[src/rtl/fpstk_pkg.sv]
// Shared types for the tagged register stack.
// Assumes the 80-bit layout: sign, 15-bit exponent, integer bit, 63-bit fraction.
package fpstk_pkg;
    localparam int EXP_W  = 15;
    localparam int FRAC_W = 63;
    localparam int REG_W  = 1 + EXP_W + 1 + FRAC_W;

    typedef enum logic [1:0] {
        TAG_VALID   = 2'b00,
        TAG_ZERO    = 2'b01,
        TAG_SPECIAL = 2'b10,
        TAG_EMPTY   = 2'b11
    } tag_e;
endpackage

[src/rtl/fpstk_classify.sv]
// Combinational classifier: maps an extended-precision value to its tag.
// Assumes the layout {sign, exponent, integer bit, fraction}; never yields Empty.
module fpstk_classify
    import fpstk_pkg::*;
#(
    parameter int EW = 15,
    parameter int FW = 63,
    localparam int W = 1 + EW + 1 + FW
) (
    input  logic [W-1:0] value,
    output tag_e         tag
);
    logic [EW-1:0] expo;
    logic          ibit;
    logic [FW-1:0] frac;

    assign expo = value[W-2 -: EW];
    assign ibit = value[FW];
    assign frac = value[FW-1:0];

    // Pick the tag from exponent, integer bit and fraction.
    always_comb begin
        if (expo == '0) begin
            tag = (!ibit && frac == '0) ? TAG_ZERO : TAG_SPECIAL;
        end else if (expo == '1) begin
            tag = TAG_SPECIAL;
        end else if (!ibit) begin
            tag = TAG_SPECIAL;
        end else begin
            tag = TAG_VALID;
        end
    end
endmodule

[src/rtl/fpstk_datafile.sv]
// Register array with one write port and one combinational read port.
// Assumes at most one write per cycle; contents clear to zero on reset.
module fpstk_datafile #(
    parameter int DEPTH = 8,
    parameter int W     = 80,
    localparam int AW   = $clog2(DEPTH)
) (
    input  logic          clk,
    input  logic          rst_n,
    input  logic          we,
    input  logic [AW-1:0] waddr,
    input  logic [W-1:0]  wdata,
    input  logic [AW-1:0] raddr,
    output logic [W-1:0]  rdata
);
    logic [W-1:0] mem [DEPTH];

    for (genvar g = 0; g < DEPTH; g++) begin : g_reg
        // Hold one register; load it when addressed by the write port.
        always_ff @(posedge clk) begin
            if (!rst_n) begin
                mem[g] <= '0;
            end else if (we && waddr == AW'(g)) begin
                mem[g] <= wdata;
            end
        end
    end

    assign rdata = mem[raddr];
endmodule

[src/rtl/fpstk_tagfile.sv]
// Tag storage: one 2-bit tag per physical register, exposed as a packed word.
// Assumes whole-word load and single-entry update are never asked for together.
module fpstk_tagfile
    import fpstk_pkg::*;
#(
    parameter int DEPTH = 8,
    localparam int AW   = $clog2(DEPTH),
    localparam int TW   = 2 * DEPTH
) (
    input  logic          clk,
    input  logic          rst_n,
    input  logic          load_en,
    input  logic [TW-1:0] load_word,
    input  logic          set_en,
    input  logic [AW-1:0] set_idx,
    input  tag_e          set_tag,
    output logic [TW-1:0] tag_word
);
    for (genvar g = 0; g < DEPTH; g++) begin : g_tag
        // Track one tag: reset to Empty, bulk load, or single update.
        always_ff @(posedge clk) begin
            if (!rst_n) begin
                tag_word[2*g +: 2] <= TAG_EMPTY;
            end else if (load_en) begin
                tag_word[2*g +: 2] <= load_word[2*g +: 2];
            end else if (set_en && set_idx == AW'(g)) begin
                tag_word[2*g +: 2] <= set_tag;
            end
        end
    end
endmodule

[src/rtl/fp_regstack.sv]
// Tagged circular register stack: push, pop, relative read/write, free,
// and tag-word save/restore. One state change per cycle, by fixed priority.
// Assumes the caller respects the flags; refused requests change nothing.
module fp_regstack
    import fpstk_pkg::*;
#(
    parameter int NREG = 8,
    localparam int AW  = $clog2(NREG),
    localparam int TW  = 2 * NREG,
    localparam int W   = REG_W
) (
    input  logic          clk,
    input  logic          rst_n,
    input  logic          push_valid,
    input  logic [W-1:0]  push_data,
    input  logic          pop_valid,
    input  logic          rd_en,
    input  logic [AW-1:0] rd_idx,
    output logic [W-1:0]  rd_data,
    input  logic          wr_en,
    input  logic [AW-1:0] wr_idx,
    input  logic [W-1:0]  wr_data,
    input  logic          free_en,
    input  logic [AW-1:0] free_idx,
    input  logic          tagw_load,
    input  logic [TW-1:0] tagw_in,
    output logic [TW-1:0] tagw_out,
    output logic [AW-1:0] top_ptr,
    output logic          ovf_flag,
    output logic          unf_flag
);
    logic [AW-1:0] top_q;
    logic [AW-1:0] push_phys, rd_phys, wr_phys, free_phys;
    logic          sel_push, sel_pop, sel_wr, sel_free;
    logic          push_ok, pop_ok;
    tag_e          tag_push, tag_top, tag_rd, cls_tag;
    logic [W-1:0]  cls_in;
    logic          d_we, t_set;
    logic [AW-1:0] d_addr, t_idx;
    tag_e          t_val;

    // Map stack offsets to physical registers.
    always_comb begin
        push_phys = top_q - AW'(1);
        rd_phys   = top_q + rd_idx;
        wr_phys   = top_q + wr_idx;
        free_phys = top_q + free_idx;
    end

    // Look up tags of the registers each request touches.
    always_comb begin
        tag_push = tag_e'(tagw_out[2*push_phys +: 2]);
        tag_top  = tag_e'(tagw_out[2*top_q +: 2]);
        tag_rd   = tag_e'(tagw_out[2*rd_phys +: 2]);
    end

    // Arbitrate: load > push > pop > write > free.
    always_comb begin
        sel_push = push_valid && !tagw_load;
        sel_pop  = pop_valid && !tagw_load && !push_valid;
        sel_wr   = wr_en && !tagw_load && !push_valid && !pop_valid;
        sel_free = free_en && !tagw_load && !push_valid && !pop_valid && !wr_en;
        push_ok  = sel_push && (tag_push == TAG_EMPTY);
        pop_ok   = sel_pop && (tag_top != TAG_EMPTY);
    end

    // Steer data writes and tag updates from the winning request.
    always_comb begin
        cls_in = push_ok ? push_data : wr_data;
        d_we   = push_ok || sel_wr;
        d_addr = push_ok ? push_phys : wr_phys;
        t_set  = push_ok || pop_ok || sel_wr || sel_free;
        if (push_ok) begin
            t_idx = push_phys;
        end else if (pop_ok) begin
            t_idx = top_q;
        end else if (sel_wr) begin
            t_idx = wr_phys;
        end else begin
            t_idx = free_phys;
        end
        t_val = (push_ok || sel_wr) ? cls_tag : TAG_EMPTY;
    end

    fpstk_classify #(.EW(EXP_W), .FW(FRAC_W)) u_cls (
        .value (cls_in),
        .tag   (cls_tag)
    );

    fpstk_datafile #(.DEPTH(NREG), .W(W)) u_data (
        .clk   (clk),
        .rst_n (rst_n),
        .we    (d_we),
        .waddr (d_addr),
        .wdata (cls_in),
        .raddr (rd_phys),
        .rdata (rd_data)
    );

    fpstk_tagfile #(.DEPTH(NREG)) u_tags (
        .clk       (clk),
        .rst_n     (rst_n),
        .load_en   (tagw_load),
        .load_word (tagw_in),
        .set_en    (t_set),
        .set_idx   (t_idx),
        .set_tag   (t_val),
        .tag_word  (tagw_out)
    );

    // Move the top pointer on accepted push or pop.
    always_ff @(posedge clk) begin
        if (!rst_n) begin
            top_q <= '0;
        end else if (push_ok) begin
            top_q <= push_phys;
        end else if (pop_ok) begin
            top_q <= top_q + AW'(1);
        end
    end

    // Register one-cycle overflow and underflow pulses.
    always_ff @(posedge clk) begin
        if (!rst_n) begin
            ovf_flag <= 1'b0;
            unf_flag <= 1'b0;
        end else begin
            ovf_flag <= sel_push && !push_ok;
            unf_flag <= (sel_pop && !pop_ok) || (rd_en && tag_rd == TAG_EMPTY);
        end
    end

    assign top_ptr = top_q;
endmodule

[config.mk]
export PLATFORM = sky130hd
export DESIGN_NAME = fp_regstack
export DESIGN_NICKNAME = d
export VERILOG_FILES = /design/src/rtl/fpstk_pkg.sv /design/src/rtl/fpstk_classify.sv /design/src/rtl/fpstk_datafile.sv /design/src/rtl/fpstk_tagfile.sv /design/src/rtl/fp_regstack.sv
export SDC_FILE = /design/constraint.sdc
export NUM_CORES = 1
export LEC_CHECK = 0
export CORE_MARGIN = 5
export CORE_UTILIZATION = 40
export CTS_CLUSTER_SIZE = 40
export DETAILED_ROUTE_END_ITERATION = 12
export MAX_ROUTING_LAYER = met4
export PLACE_DENSITY = 0.71
export SYNTH_ARGS = -nofsm -noshare
export SYNTH_HDL_FRONTEND = slang
export SYNTH_SLANG_ARGS = --single-unit
[constraint.sdc]
create_clock -name clk -period 28 [get_ports clk]
set_input_delay 5.6 -clock clk [delete_from_list [all_inputs] [get_ports clk]]
set_output_delay 5.6 -clock clk [all_outputs]
set_load 0.03 [all_outputs]
==> results of run 1 <==
-- Yosys cell counts, drive strengths merged, types with 5 or more instances --
master,count
xnor2,6
a21oi,8
nand4,26
nor4,44
a22oi,7
buf,73
mux4,165
o21ai,20
and2,11
nor3,8
nand2,46
mux2,81
ha,5
clkbuf,59
inv,7
edfxtp,640
nor2b,5
nor2,651
dfxtp,21
a21boi,6
mux2i,83
nand3,14
-- metrics by stage --
stage | instances | area, um^2 | hold WS (ps) | utilization
after floorplan | 2046 | 29900 | 608 | -
after global placement | 3215 | 34000 | 503 | 0.457
after detailed placement | 3215 | 34000 | 516 | 0.457
after CTS | 3341 | 36100 | 524 | 0.486
after global routing | 3345 | 36100 | 538 | 0.486
final | 3345 | 36100 | 519 | 0.486
-- kinds of logic after synthesis --
| group | synth area share |
|---|---|
| AND/OR/NAND/NOR | 0.117 |
| flip-flops | 0.656 |
| adder cells (fa/ha/maj) | 0.00410 |
| AO/OA/AOI/OAI | 0.0169 |
| XOR/XNOR | 0.00263 |
| buffers and inverters | 0.0203 |
| multiplexers | 0.182 |
-- final cells by class --
cell class,instances,share of cell area
Clock inverter,35,0.00697
Multi-Input combinational cell,1246,0.273
Antenna cell,3,0.000208
Sequential cell,661,0.544
Tap cell,969,0.0336
Clock buffer,91,0.0513
Inverter,7,0.000728
Timing Repair Buffer,333,0.0898
-- power by group through the flow --
stage | clock (W) | sequential [W] | combinational (W)
after floorplan | 0 | 0.00136 | 0.00130
after global placement | 0 | 0.00132 | 0.00202
after detailed placement | 0 | 0.00134 | 0.00204
after CTS | 0.000880 | 0.00132 | 0.00205
after global routing | 0.000922 | 0.00133 | 0.00214
final | 0.000867 | 0.00132 | 0.00202
-- registers in the layout (all words and copies together), names as in the netlist --
register         flops
unf_flag             1
top_ptr              3
u_data.mem         640
u_tags.tag_word     16
ovf_flag             1
-- routing by layer --
metal	vias to the layer above	global-route usage	part of all wire
met5	-	-	0
met4	0	0.0612	0.023
met3	131	0.0458	0.083
met2	901	0.369	0.50
met1	9894	0.277	0.39
li1	8295	-	-
-- worst reg2reg max path, delay by kind of cell, from the launching register on --
kind / cells / cell delay, ps
adder cells (fa/ha/maj): 1 / 310
AND/OR/NAND/NOR: 3 / 1200
AO/OA/AOI/OAI: 1 / 190
multiplexers: 2 / 1490
flip-flops: 1 / 800
buffers and inverters: 4 / 1780
-- worst max-delay path by stage --
| stage | endpoint | slack (ps) | cells after the start |
|---|---|---|---|
| after CTS | rd_data[27] | 12040 | 7 |
| after floorplan | rd_data[0] | 14360 | 8 |
| after global routing | rd_data[24] | 11790 | 7 |
| after global placement | rd_data[24] | 12090 | 7 |
| after detailed placement | rd_data[27] | 12050 | 7 |
| final | rd_data[24] | 12190 | 7 |
==> out/metrics.yaml, run 1 <==
cp_slowest_stage_delay_ps: 930
initial_core_util: 0.403
ir_drop_mv: 0.116
hold_path_class: "reg2reg"
p_comb_frac: 0.481
synth_cells: 2046
path_class: "in2out"
p_per_area_mw_per_mm2: 116
rows: 100
drtIter0Drc: 2070
via_per_inst: 5.75
r2r-start: "top_ptr[1]"
cts_tree: "yes"
place_congestion: 0.805
layout.cells.most_common: "nor2_1"
layout.nets: 2521
synth-seq-cells: 661
rsz0062_at_grt: "no"
dp_slack_ps: 12050
port_buffers: 293
antenna_found_initial: 3
cp.arrival_ps: 10210
crit_path_cell_trace: "clkdlybuf4s50_1 > ha_4 > buf_4 > buf_4 > mux4_2 > mux2_2 > clkdlybuf4s50_1"
path_clk_slew_ps: 50
power_frac_seq: 0.313
place.detailed.hpwl_mm: 51.3
start_kind: "input port"
final_cell_mix: "nor2_1 (651), edfxtp_1 (640), clkdlybuf4s50_1 (292), mux4_2 (165), mux2i_1 (82)"
cts_max_level: 3
fillers: 6337
routedWlPerCell_um: 26.5
final.setup.tns_ps: 0
internal-power_w: 0.00257
synth_edf_count: 640
ys_top_cells_by_area: "edfxtp_1 (64%), mux4_2 (12%), nor2_1 (8.2%)"
yosysWarnings: 0
cts_root_buffer: "clkbuf_16"
clock-sinks: 661
yosys.area.top_type: "edfxtp_1"
worstRegToRegCells: 11
drt.antenna.violating_nets: 0
drc: 0
ys_seq_area_frac: 0.656
leakage_nw: 13.3
cts_hold_buf: 0
swShare: 0.390
via_count: 19221
cp_top_family: "buffers and inverters"
p_switching_w: 0.00164
layout-drive-gt1-share: 0.174
worst_pin_slew_ps: 1390
worst_slack_ps: 12190
setup_viol_count_final: 0
ctsResizeCount: 0
firstDrtPassIters: 5
critPathRequiredTime_ps: 22400
crit_fanout: 47
slew_violations: 0
fin_crit_ps: 15810
io_pins: 294
r2r_slack_ps: 21960
design.core.area_mm2: 0.0743
p_clk_frac: 0.206
fmax_mhz: 63.3
gr-total-overflow: 0
postCtsSetupBuffers: 0
hold_end: "u_tags.tag_word[0]"
drv_cap: 0
synth_top_area_frac: 0.642
dieArea_mm2: 0.0804
synth.distinct_cells: 64
syn2layout_area_growth_pct: 20.7
async_flop_share: 0
grtUsageTotal: 0.221
synth.avg_cell_area_um2: 14.6
worstSetupStartpoint: "rd_idx[0]"
grt_pass1_vias: 20280
crit_buf_inv: 4
status: "complete, no violations"
die_w_um: 283
cts_buffers: 71
min_from: "u_tags.tag_word[0]"
syn_nets: 2247
clock_latency_ps: 620
clk_path_buf_depth: 3
finalCritPeriodShare: 0.565
cp-end-kind: "output port"
r2r_end: "u_data.mem[3][6]"
grt_first_pass_wirelength_mm: 130
seq_area_mm2: 0.0196
power.total_w: 0.00421
relSlewSlack: 0.0666
synthFlopType: "edfxtp_1"
slowest_stage: "buf_4"
clock_skew_ps: 23.2
grt_max_degree: 113
syn-cell-area_mm2: 0.0299
chipHeight_um: 283
hold_viol: 0
min_delay_path_depth: 2
routed_wl_mm: 88.6
multiInputGateArea_mm2: 0.00987
Note: power is estimated with default switching activity, not from simulation.
==> run 2, diff against run 1 <==
Clock period 28 ns to 14.8 ns, I/O delays scaled along.
==> out/metrics.yaml, run 2 (synthesized netlist as in run 1, its figures left out) <==
io_pins: 294  # unchanged
design.core.area_mm2: 0.0743  # unchanged
p_clk_frac: 0.221  # +0.015
swShare: 0.383  # -0.00695
fillers: 6318  # -0.30%
ir_drop_mv: 0.180  # +55%
cp.arrival_ps: 7160  # -3050 ps
drt.antenna.violating_nets: 0  # unchanged
ctsResizeCount: 0  # unchanged
p_switching_w: 0.00309  # +89%
worst_slack_ps: 4680  # -7510 ps
finalCritPeriodShare: 0.684
regMostFlops: "u_data.mem"
status: "complete, no violations"
worstRegToRegCells: 10  # -1
dr_wl_met2_mm: 45.9  # +3.0%
drv_cap: 0  # unchanged
r2r_slack_ps: 9500  # -12,460 ps
topRoutingLayerUsed: "met4"
fin_crit_ps: 10120
clk_path_buf_depth: 3  # unchanged
cts_tree: "yes"
fin_area_mm2: 0.0363  # +0.64%
routed-wl-met3_mm: 5.50  # -25%
r2r-start: "top_ptr[1]"
clock_latency_ps: 620  # about the same
cp_top_family: "buffers and inverters"
cts_root_buffer: "clkbuf_16"
largest_reg_flops: 640  # unchanged
via_count: 19145  # -0.40%
min_from: "u_tags.tag_word[0]"
slew_violations: 0  # unchanged
grt_pass1_vias: 20338  # +0.29%
min_delay_path_depth: 2  # unchanged
antenna_found_initial: 3  # unchanged
placed_area_mm2: 0.0340  # about the same
port_buffers: 293  # unchanged
cts_buffers: 71  # unchanged
rows: 100  # unchanged
grt_first_pass_wirelength_mm: 131  # +0.82%
hold_viol: 0  # unchanged
postCtsSetupBuffers: 0  # unchanged
die_w_um: 283  # unchanged
crit_buf_inv: 4  # unchanged
final_cell_mix: "nor2_1 (651), edfxtp_1 (640), clkdlybuf4s50_1 (292), mux4_2 (165), mux2i_1 (82)"
routedWlPerCell_um: 26.3  # -0.56%
firstDrtPassIters: 5  # unchanged
layout-drive-gt1-share: 0.179  # +0.00476
syn2layout_area_growth_pct: 21.4
worstSetupStartpoint: "rd_idx[0]"
clock-sinks: 661  # unchanged
path_clk_slew_ps: 60  # about the same
crit_path_cell_trace: "clkdlybuf4s50_1 > ha_4 > fa_4 > xnor2_1 > xnor2_2 > buf_4 > buf_4 > mux4_2 > mux2_2 > clkdlybuf4s50_1"
cts_hold_buf: 0  # unchanged
slowest_stage: "buf_4"
initial_core_util: 0.403  # unchanged
dp_slack_ps: 4690  # -7360 ps
cp_slowest_stage_delay_ps: 850  # -80 ps
place_congestion: 0.807  # +0.30%
grtUsageTotal: 0.222  # +0.00134
layout.cells.most_common: "nor2_1"
final.setup.tns_ps: 0  # unchanged
cts_max_level: 3  # unchanged
critPathRequiredTime_ps: 11840  # -10,560 ps
routed_wl_mm: 88.2  # -0.44%
leakage_nw: 13.5  # +0.93%
cp-end-kind: "output port"
chipHeight_um: 283  # unchanged
setup_viol_count_final: 0  # unchanged
internal-power_w: 0.00499  # +94%
clock_skew_ps: 25.2  # +1.99 ps
relSlewSlack: 0.179  # +0.113
rsz0062_at_grt: "no"
power_frac_seq: 0.308  # -0.005
path_class: "in2out"
drtIter0Drc: 2194  # +6.0%
hold_path_class: "reg2reg"
r2r_end: "u_data.mem[6][59]"
fmax_mhz: 98.8
via_per_inst: 5.72  # -0.51%
wl_met1_mm: 35.1  # +1.2%
crit_fanout: 68  # +45%
p_per_area_mw_per_mm2: 222  # +91%
drc: 0  # unchanged
layout.nets: 2522  # +0.040%
hold_end: "u_tags.tag_word[0]"
p_comb_frac: 0.471  # -0.010
gr-total-overflow: 0  # unchanged
seq_area_mm2: 0.0196  # unchanged
worst_pin_slew_ps: 1200  # -190 ps
dieArea_mm2: 0.0804  # unchanged
start_kind: "input port"
multiInputGateArea_mm2: 0.00987  # unchanged
grt_max_degree: 95  # -16%
place.detailed.hpwl_mm: 51.0  # -0.50%
-- run 2: worst reg2reg max path, delay by kind of cell (launching register included) --
kind	cells	cell delay, ps
multiplexers	2	1420
AND/OR/NAND/NOR	3	1210
buffers and inverters	3	1080
flip-flops	1	760
adder cells (fa/ha/maj)	1	310
AO/OA/AOI/OAI	1	220
-- run 2: power groups by stage --
stage          Clock, W  Combinational (W)  Sequential, W
6_report        0.00179            0.00381        0.00249
5_1_grt         0.00189            0.00403        0.00251
4_1_cts         0.00181            0.00386        0.00249
3_5_place_dp          0            0.00384        0.00253
3_3_place_gp          0            0.00381        0.00251
2_1_floorplan         0            0.00246        0.00257
-- run 2: area by class of cell --
| cell class | count | share of cell area |
|---|---|---|
| diodes | 3 | 0.000207 |
| clock buffers | 85 | 0.0506 |
| clock inverters | 44 | 0.0134 |
| inverters | 7 | 0.000723 |
| multi-input cells | 1246 | 0.272 |
| flip-flops and latches | 661 | 0.541 |
| well taps | 969 | 0.0334 |
| repair buffers | 334 | 0.0894 |
-- run 2: how the worst max path moves through the flow --
stage,end,slack [ps],cells after the start
floorplan,u_data.mem[0][0],4310,7
global placement,rd_data[27],4720,10
detailed placement,rd_data[24],4690,10
CTS,rd_data[24],4680,10
global route,rd_data[79],4530,10
finish,rd_data[18],4680,10
-- run 2: stage by stage --
stage | total power (W) | util | hold WS, ps | instances
2_1_floorplan | 0.00503 | - | 608 | 2046
3_3_place_gp | 0.00632 | 0.457 | 506 | 3217
3_5_place_dp | 0.00637 | 0.457 | 519 | 3217
4_1_cts | 0.00816 | 0.489 | 527 | 3346
5_1_grt | 0.00843 | 0.489 | 566 | 3349
6_report | 0.00808 | 0.489 | 525 | 3349
-- run 2: routing by layer --
layer / up-vias / GRT usage
met5: - / -
met4: 0 / 0.0540
met3: 121 / 0.0290
met2: 841 / 0.382
met1: 9897 / 0.284
li1: 8286 / -
==> run 3, diff against run 2 <==
Clock period 14.8 ns to 9.35 ns, I/O delays scaled along.
==> out/metrics.yaml, run 3 (synthesized netlist as in run 1, its figures left out) <==
status: "complete, no violations"
cp-end-kind: "output port"
largest_reg_flops: 640  # unchanged
fin_crit_ps: 7450
ctsResizeCount: 0  # unchanged
fmax_mhz: 134
die_w_um: 283  # unchanged
fin_cells: 3343  # -0.18%
drtIter0Drc: 1859  # -15%
initial_core_util: 0.403  # unchanged
min_delay_path_depth: 2  # unchanged
critPathRequiredTime_ps: 7480  # -4360 ps
regMostFlops: "u_data.mem"
seq_area_mm2: 0.0196  # unchanged
cts_root_buffer: "clkbuf_16"
r2r_end: "u_data.mem[3][36]"
path_clk_slew_ps: 60  # about the same
antenna_found_initial: 2  # -1
place.detailed.hpwl_mm: 51.0  # about the same
crit_fanout: 62  # -8.8%
dieArea_mm2: 0.0804  # unchanged
r2r-start: "top_ptr[0]"
worst_pin_slew_ps: 1250  # +53.7 ps
layout.cells.most_common: "nor2_1"
firstDrtPassIters: 5  # unchanged
fin_util: 0.487  # -0.00185
rows: 100  # unchanged
cts_hold_buf: 0  # unchanged
layout-drive-gt1-share: 0.174  # -0.00468
drt.antenna.violating_nets: 0  # unchanged
p_per_area_mw_per_mm2: 350  # +57%
critPathCapture: "rd_data[23]"
r2r_slack_ps: 4060  # -5440 ps
path_class: "in2out"
final_cell_mix: "nor2_1 (651), edfxtp_1 (640), clkdlybuf4s50_1 (292), mux4_2 (165), mux2i_1 (82)"
hold_viol: 0  # unchanged
hold_path_class: "reg2reg"
syn2layout_area_growth_pct: 21.0
drv_cap: 0  # unchanged
gr-total-overflow: 0  # unchanged
cts_buffers: 70  # -1.4%
final.setup.tns_ps: 0  # unchanged
fin_area_mm2: 0.0362  # -0.38%
grt_first_pass_wirelength_mm: 128  # -2.1%
cts_max_level: 3  # unchanged
clk_path_buf_depth: 3  # unchanged
start_kind: "input port"
clock_latency_ps: 620  # about the same
rsz0062_at_grt: "no"
layout.nets: 2521  # -0.040%
setup_viol_count_final: 0  # unchanged
clock_skew_ps: 25.0  # -0.215 ps
grt_max_degree: 101  # +6.3%
chipHeight_um: 283  # unchanged
grtUsageTotal: 0.218  # -0.00475
leakage_nw: 13.4  # -0.60%
placed_area_mm2: 0.0341  # +0.18%
slew_violations: 0  # unchanged
routedWlPerCell_um: 26.0  # -1.3%
port_buffers: 293  # unchanged
finalCritPeriodShare: 0.796
via_per_inst: 5.73  # +0.32%
ir_drop_mv: 0.325  # +81%
worstRegToRegCells: 11  # +1
design.core.area_mm2: 0.0743  # unchanged
clock-sinks: 661  # unchanged
hold_ws_ps: 523  # -2.25 ps
worstSetupStartpoint: "rd_idx[0]"
relSlewSlack: 0.142  # -0.0368
grt_pass1_vias: 20207  # -0.64%
via_count: 19171  # +0.14%
multiInputGateArea_mm2: 0.00987  # unchanged
drc: 0  # unchanged
place_inst: 3217  # unchanged
cp.arrival_ps: 5580  # -1580 ps
io_pins: 294  # unchanged
postCtsSetupBuffers: 0  # unchanged
place_congestion: 0.812  # +0.68%
routed_wl_mm: 86.9  # -1.4%
cts_tree: "yes"
fillers: 6371  # +0.84%
## run 3: layout make-up
class	instances	area share
flip-flops and latches	661	0.543
clock buffers	87	0.0507
diodes	2	0.000138
clock inverters	37	0.00809
multi-input cells	1246	0.273
well taps	969	0.0335
repair buffers	334	0.0915
inverters	7	0.000726
## run 3: worst max-delay path: stages
cell	delay (ps)
clkdlybuf4s50_1	450
ha_4	180
fa_4	420
xnor2_1	250
xnor2_2	170
buf_4	770
mux4_2	420
mux2_2	310
clkdlybuf4s50_1	620
## run 3: power by group
part / total (W) / switching, W / leakage [nW] / internal, W
Clock: 0.00264 / 0.00117 / 1.04 / 0.00146
Combinational: 0.00609 / 0.00360 / 5.53 / 0.00249
Sequential: 0.00393 / 0.000137 / 6.80 / 0.00379
## run 3: how the worst min path moves through the flow
stage / startpoint / to / slack, ps
6_report: u_tags.tag_word[1] / u_tags.tag_word[1] / 520
5_1_grt: u_tags.tag_word[0] / u_tags.tag_word[0] / 590
4_1_cts: u_tags.tag_word[1] / u_tags.tag_word[1] / 530
3_5_place_dp: u_tags.tag_word[0] / u_tags.tag_word[0] / 520
3_3_place_gp: u_tags.tag_word[1] / u_tags.tag_word[1] / 500
2_1_floorplan: u_tags.tag_word[0] / u_tags.tag_word[0] / 610
## run 3: metrics by stage
stage,power (W),worst slack [ps]
3_3_place_gp,0.0100,1940
6_report,0.0127,1900
3_5_place_dp,0.0101,1920
2_1_floorplan,0.00797,-54.8
5_1_grt,0.0132,1800
4_1_cts,0.0128,1910
## run 3: metal layers
metal  share of wire  vias up  GRT usage
li1                -     8279          -
met3           0.081      136     0.0431
met4           0.029        0     0.0684
met5               0        -          -
met2            0.50      865      0.360
met1            0.39     9891      0.273
